**config.mk**
```make
export PLATFORM = sky130hd
export DESIGN_NAME = mmreg_top
export DESIGN_NICKNAME = d
export VERILOG_FILES = /design/src/rtl/mmreg_pkg.sv /design/src/rtl/mmreg_next.sv /design/src/rtl/mmreg_status.sv /design/src/rtl/mmreg_top.sv
export SDC_FILE = /design/constraint.sdc
export NUM_CORES = 1
export LEC_CHECK = 0
export CORE_MARGIN = 10
export CORE_UTILIZATION = 50
export CTS_CLUSTER_DIAMETER = 50
export CTS_CLUSTER_SIZE = 12
export DETAILED_ROUTE_END_ITERATION = 8
export HOLD_SLACK_MARGIN = 0.02
export PLACE_DENSITY_LB_ADDON = 0.05
export SLEW_MARGIN = 5
export SYNTH_ARGS = -nofsm -noshare
export SYNTH_HDL_FRONTEND = slang
export SYNTH_HIERARCHICAL = 1
export SYNTH_SLANG_ARGS = --single-unit
export TNS_END_PERCENT = 5
```
**constraint.sdc**
```tcl
create_clock -name clk -period 5.6 [get_ports clk]
set_input_delay 1.12 -clock clk [delete_from_list [all_inputs] [get_ports clk]]
set_output_delay 1.12 -clock clk [all_outputs]
set_load 0.02 [all_outputs]
```
**src/rtl/mmreg_pkg.sv**
```systemverilog
package mmreg_pkg;

    typedef enum logic [2:0] {
        OP_ADD_CI  = 3'b000,
        OP_ADD     = 3'b001,
        OP_CNT_EN  = 3'b010,
        OP_CNT     = 3'b011,
        OP_SHIFT   = 3'b100,
        OP_LOAD_A  = 3'b101,
        OP_LOAD_B  = 3'b110,
        OP_HOLD    = 3'b111
    } op_e;

    typedef enum logic [1:0] {
        STK_CARRY,
        STK_ALLONE,
        STK_SERIAL,
        STK_PARITY
    } stat_kind_e;

    // Which meaning the status pin takes for a given operation
    function automatic stat_kind_e stat_kind(op_e op);
        case (op)
            OP_ADD_CI, OP_ADD:  return STK_CARRY;
            OP_CNT_EN, OP_CNT:  return STK_ALLONE;
            OP_SHIFT:           return STK_SERIAL;
            default:            return STK_PARITY;
        endcase
    endfunction

    function automatic logic uses_carry_in(op_e op);
        return op == OP_ADD_CI;
    endfunction

endpackage

```
**src/rtl/mmreg_next.sv**
```systemverilog
module mmreg_next
    import mmreg_pkg::*;
#(
    parameter int W = 8
) (
    input  op_e           op,
    input  logic          ctl,
    input  logic [W-1:0]  q,
    input  logic [W-1:0]  a,
    input  logic [W-1:0]  b,
    output logic [W-1:0]  nxt,
    output logic          carry
);
    localparam int WS = W + 1;

    logic [WS-1:0] sum;
    logic [W-1:0]  inc;

    always_comb begin
        sum = {1'b0, q} + {1'b0, a}
            + {{W{1'b0}}, (uses_carry_in(op) & ctl)};
        inc = q + {{(W-1){1'b0}}, 1'b1};
    end

    assign carry = sum[W];

    always_comb begin
        case (op)
            OP_ADD_CI, OP_ADD: nxt = sum[W-1:0];
            OP_CNT_EN:         nxt = ctl ? inc : q;
            OP_CNT:            nxt = inc;
            OP_SHIFT:          nxt = {q[W-2:0], ctl};
            OP_LOAD_A:         nxt = a;
            OP_LOAD_B:         nxt = b;
            default:           nxt = q;
        endcase
    end

endmodule

```
**src/rtl/mmreg_status.sv**
```systemverilog
module mmreg_status
    import mmreg_pkg::*;
#(
    parameter int W = 8
) (
    input  logic          rst_n,
    input  op_e           op,
    input  logic [W-1:0]  q,
    input  logic          carry,
    output logic          stat
);
    logic pick;

    always_comb begin
        case (stat_kind(op))
            STK_CARRY:  pick = carry;
            STK_ALLONE: pick = &q;
            STK_SERIAL: pick = q[W-1];
            default:    pick = ^q;
        endcase
    end

    // reset holds status low even if the adder path would give a carry
    assign stat = rst_n & pick;

endmodule

```
**src/rtl/mmreg_top.sv**
```systemverilog
module mmreg_top
    import mmreg_pkg::*;
#(
    parameter int W = 8
) (
    input  logic          clk,
    input  logic          rst_n,
    input  logic [2:0]    sel,
    input  logic          ctl_in,
    input  logic [W-1:0]  a_in,
    input  logic [W-1:0]  b_in,
    input  logic          a_oe_n,
    input  logic          b_oe_n,
    output logic [W-1:0]  a_out,
    output logic [W-1:0]  b_out,
    output logic          a_drive,
    output logic          b_drive,
    output logic          stat_out
);
    localparam logic [W-1:0] ALL_ONE = {W{1'b1}};

    op_e          op;
    logic [W-1:0] q_r;
    logic [W-1:0] q_nxt;
    logic         add_carry;

    assign op = op_e'(sel);

    mmreg_next #(.W(W)) u_next (
        .op    (op),
        .ctl   (ctl_in),
        .q     (q_r),
        .a     (a_in),
        .b     (b_in),
        .nxt   (q_nxt),
        .carry (add_carry)
    );

    mmreg_status #(.W(W)) u_stat (
        .rst_n (rst_n),
        .op    (op),
        .q     (q_r),
        .carry (add_carry),
        .stat  (stat_out)
    );

    always_ff @(posedge clk or negedge rst_n) begin
        if (!rst_n) q_r <= '0;
        else        q_r <= q_nxt;
    end

    assign a_out   = q_r;
    assign b_out   = q_r;
    assign a_drive = ~a_oe_n;
    assign b_drive = ~b_oe_n;

    // ---------------- assertions ----------------
    assert_reset_clear_R1: assert property (@(posedge clk)
        !rst_n |-> (q_r == '0 && !stat_out));

    assert_add_ci_R2: assert property (@(posedge clk) disable iff (!rst_n)
        (op == OP_ADD_CI) |=> q_r == W'($past(q_r) + $past(a_in) + W'($past(ctl_in))));

    assert_add_R3: assert property (@(posedge clk) disable iff (!rst_n)
        (op == OP_ADD) |=> q_r == W'($past(q_r) + $past(a_in)));

    assert_carry_R4: assert property (@(posedge clk) disable iff (!rst_n)
        (op == OP_ADD) |-> stat_out == (({1'b0, q_r} + {1'b0, a_in}) > {1'b0, ALL_ONE}));

    assert_cnt_hold_R5: assert property (@(posedge clk) disable iff (!rst_n)
        (op == OP_CNT_EN && !ctl_in) |=> $stable(q_r));

    assert_cnt_R6: assert property (@(posedge clk) disable iff (!rst_n)
        (op == OP_CNT) |=> q_r == W'($past(q_r) + 1'b1));

    assert_allone_R7: assert property (@(posedge clk) disable iff (!rst_n)
        (op == OP_CNT || op == OP_CNT_EN) |-> stat_out == (q_r == ALL_ONE));

    assert_shift_R8: assert property (@(posedge clk) disable iff (!rst_n)
        (op == OP_SHIFT) |=> (q_r[0] == $past(ctl_in) && q_r[W-1:1] == $past(q_r[W-2:0])));

    assert_load_b_R9: assert property (@(posedge clk) disable iff (!rst_n)
        (op == OP_LOAD_B) |=> q_r == $past(b_in));

    assert_hold_R10: assert property (@(posedge clk) disable iff (!rst_n)
        (op == OP_HOLD) |=> $stable(q_r));

    assert_parity_R11: assert property (@(posedge clk) disable iff (!rst_n)
        (op == OP_HOLD) |-> stat_out == $countones(q_r) % 2);

    assert_drive_R12: assert property (@(posedge clk) disable iff (!rst_n)
        (a_drive != a_oe_n) && (b_drive != b_oe_n) && (a_out == b_out));

endmodule

```
==> results.py <==
metrics = {
    "clock_network": {
        "clockBufferDepth": 2,
        "worstSkewPairLatency_ps": 250,
        "cts_resized": 0,
        "cts_buffers": 3,
        "path_clk_slew_ps": 50,
        "clkSinkCount": 8,
        "cts_root_buf": "clkbuf_4",
        "post_cts_buffers": 0,
        "cts_tree": "built",
        "h-tree-depth": 1,
        "hold_buffers": 0,
    },
    "die": {
        "dieWidth_um": 71.6,
        "start_util": 0.532,
        "core_area_sq_um": 2500,
        "io_pins": 43,
        "die-area_sq_um": 5120,
        "fp.dieH_um": 71.6,
        "rows": 18,
    },
    "critical_path": {
        "reg2reg_slack_ps": 3150,
        "worstPathArrival_ps": 4020,
        "r2r-end": "a_out[6]",
        "worstSetupPathType": "primary input to output pin",
        "r2r-start": "a_out[0]",
        "cp-start-kind": "primary input",
        "crit_path_end_kind": "output pin",
        "cp_max_fo": 4,
        "reg2reg_depth": 8,
        "critPathRequiredTime_ps": 4480,
    },
    "status": {
        "status": "complete, no violations",
    },
    "synthesis": {
        "synthesis.area_sq_um": 1330,
        "yosys_warnings": 6,
        "synth_area_leaders": "dfrtp_1 (15%), ha_1 (11%), mux2i_1 (6.8%), a21oi_1 (4.5%), buf_4 (4.5%)",
        "synth_top_area_cell": "dfrtp_1",
        "ys_types": 47,
        "synth_flop_cell": "dfrtp_1",
        "synthCells": 172,
        "synth_nets": 210,
        "ys_seq_elements": 8,
        "async_flop_share": 1.00,
        "yosysTopAreaCellShare": 0.151,
        "ys_seq_area_frac": 0.151,
        "avgSynthCellArea_sq_um": 7.73,
        "synth-edff-count": 0,
    },
    "final_layout": {
        "multiInputGateArea_sq_um": 1000,
        "mostFrequentLayoutCells": "clkdlybuf4s50_1 (41), nor2_1 (15), nand2_1 (14), a21oi_1 (12), ha_1 (12)",
        "drive_gt1_frac": 0.0676,
        "fin_util": 0.701,
        "nFillCells": 222,
        "stdcell_area_sq_um": 1750,
        "layout_commonest_cell": "clkdlybuf4s50_1",
        "seq_area_sq_um": 200,
        "final_nets": 247,
        "largest_register_ffs": 8,
        "syn2layout_area_growth_pct": 31.7,
        "num_antenna_cells": 0,
        "finalNonFillerCells": 237,
    },
    "flow_run": {
        "cap_violations": 0,
    },
    "timing": {
        "rsz0062_at_grt": "false",
        "fin_tns_setup_ps": 0,
        "relSlewSlack": 0.710,
        "worstMarginPinSlew_ps": 435,
        "hold_viol": 0,
        "setup_viol": 0,
        "finalCritPeriodShare": 0.918,
        "final.setup_skew_ps": 0.464,
        "maxSlewViolCount": 0,
        "hold_slack_ps": 738,
        "fmax_mhz": 194,
        "min_period_ps": 5140,
    },
    "placed_design": {
        "gp_congestion": 0.899,
        "dp_hpwl_mm": 3.33,
        "dp_cells": 234,
        "port_buffers": 42,
        "place_area_sq_um": 1730,
    },
    "drt": {
        "route.detailed.drc": 0,
        "met2WireLength_mm": 2.07,
        "ant_nets": 0,
        "wl_met1_mm": 1.77,
        "vias": 1473,
        "top_layer": "met4",
        "drtIter0Drc": 102,
        "drt_wl_total_mm": 4.33,
        "avgRoutedWirePerCell_um": 18.3,
        "firstDrtPassIters": 4,
        "routed_via_density": 6.22,
        "met3_wirelength_um": 390,
    },
    "worst_hold_path": {
        "whs_path_depth": 2,
        "hold_start": "a_out[1]",
        "worstHoldPathType": "flip-flop to flip-flop",
        "worstHoldEndpoint": "a_out[1]",
    },
    "global_routing": {
        "antenna_found_initial": 0,
        "grt_pass1_wl_mm": 7.09,
        "grt.overflow.total": 0,
        "grt_max_degree": 27,
        "grt_pass1_vias": 1480,
        "grt.total_usage": 0.166,
    },
    "power_and_ir_drop": {
        "max-vdd-ir-drop_mv": 0.236,
        "power_density_nw_per_um2": 314,
        "leakage_uw": 0.000730,
    },
}
stage by stage:
step                      setup slack (ps)  power, uW
after floorplan                        947        373
after global placement                 183        487
after detailed placement              90.7        504
after CTS                             76.9        550
after global routing                   208        591
final                                  457        550
area by class of cell:
type,instances,share of cell area
repair buffers,47,0.263
flip-flops and latches,8,0.114
multi-input cells,142,0.574
well taps,30,0.0214
clock buffers,3,0.0129
inverters,7,0.0150
worst max-delay path: stages:
cell and delay [ps]:
clkdlybuf4s50_1 430, nor2_1 170, nand3b_1 110, fa_1 430
fa_1 430, nand2b_2 220, a21oi_2 210, o21a_1 140
o211ai_1 80, nand2_1 80, nor2_1 40, a21oi_1 120
o21ai_0 90, nor2_1 120, dlymetal6s2s_1 230
power by group:
part           total (uW)  internal (uW)  switching (uW)
Clock                43.9           24.5            19.4
Sequential            119           73.1            45.8
Combinational         387            190             198
Total                 550            287             263
routing by layer:
layer | track usage | up-vias
li1 | - | 692
met1 | 0.203 | 701
met2 | 0.263 | 71
met3 | 0.0427 | 9
met4 | 0.0796 | 0
met5 | 0 | -
cells in the mapped netlist (2+ instances only):
| cell type | n |
|---|---|
| a21oi_1 | 12 |
| a22oi_1 | 3 |
| a31oi_1 | 2 |
| buf_2 | 4 |
| buf_4 | 8 |
| clkbuf_1 | 2 |
| dfrtp_1 | 8 |
| fa_1 | 2 |
| ha_1 | 12 |
| inv_1 | 7 |
| mux2i_1 | 9 |
| nand2_1 | 14 |
| nand2b_1 | 3 |
| nand3_1 | 3 |
| nand3b_1 | 3 |
| nand4_1 | 2 |
| nor2_1 | 15 |
| nor2b_1 | 5 |
| nor3_1 | 5 |
| o211ai_1 | 6 |
| o21a_1 | 3 |
| o21ai_0 | 9 |
| o21ai_1 | 3 |
| o22ai_1 | 2 |
| o31ai_1 | 2 |
| or3_1 | 2 |
| xnor2_1 | 4 |
| xor2_1 | 3 |
worst max-delay path by stage:
stage / slack, ps / end / cells after the start / start
after floorplan: 950 / stat_out / 14 / sel[0]
after global placement: 180 / stat_out / 15 / sel[1]
after detailed placement: 90 / stat_out / 15 / sel[1]
after CTS: 80 / stat_out / 15 / sel[1]
after global routing: 210 / stat_out / 15 / sel[1]
final: 460 / stat_out / 15 / sel[1]
cell families (layout without fill, tap and decap cells):
family	Yosys count	in the layout	share of synthesized area
compound gates	52	52	0.258
mux	10	10	0.0847
xor+xnor	7	7	0.0461
fa+ha+maj	14	14	0.143
buf+inv	22	57	0.0941
flops	8	8	0.151
simple gates	59	59	0.224
Power figures use the tool's default switching activity.
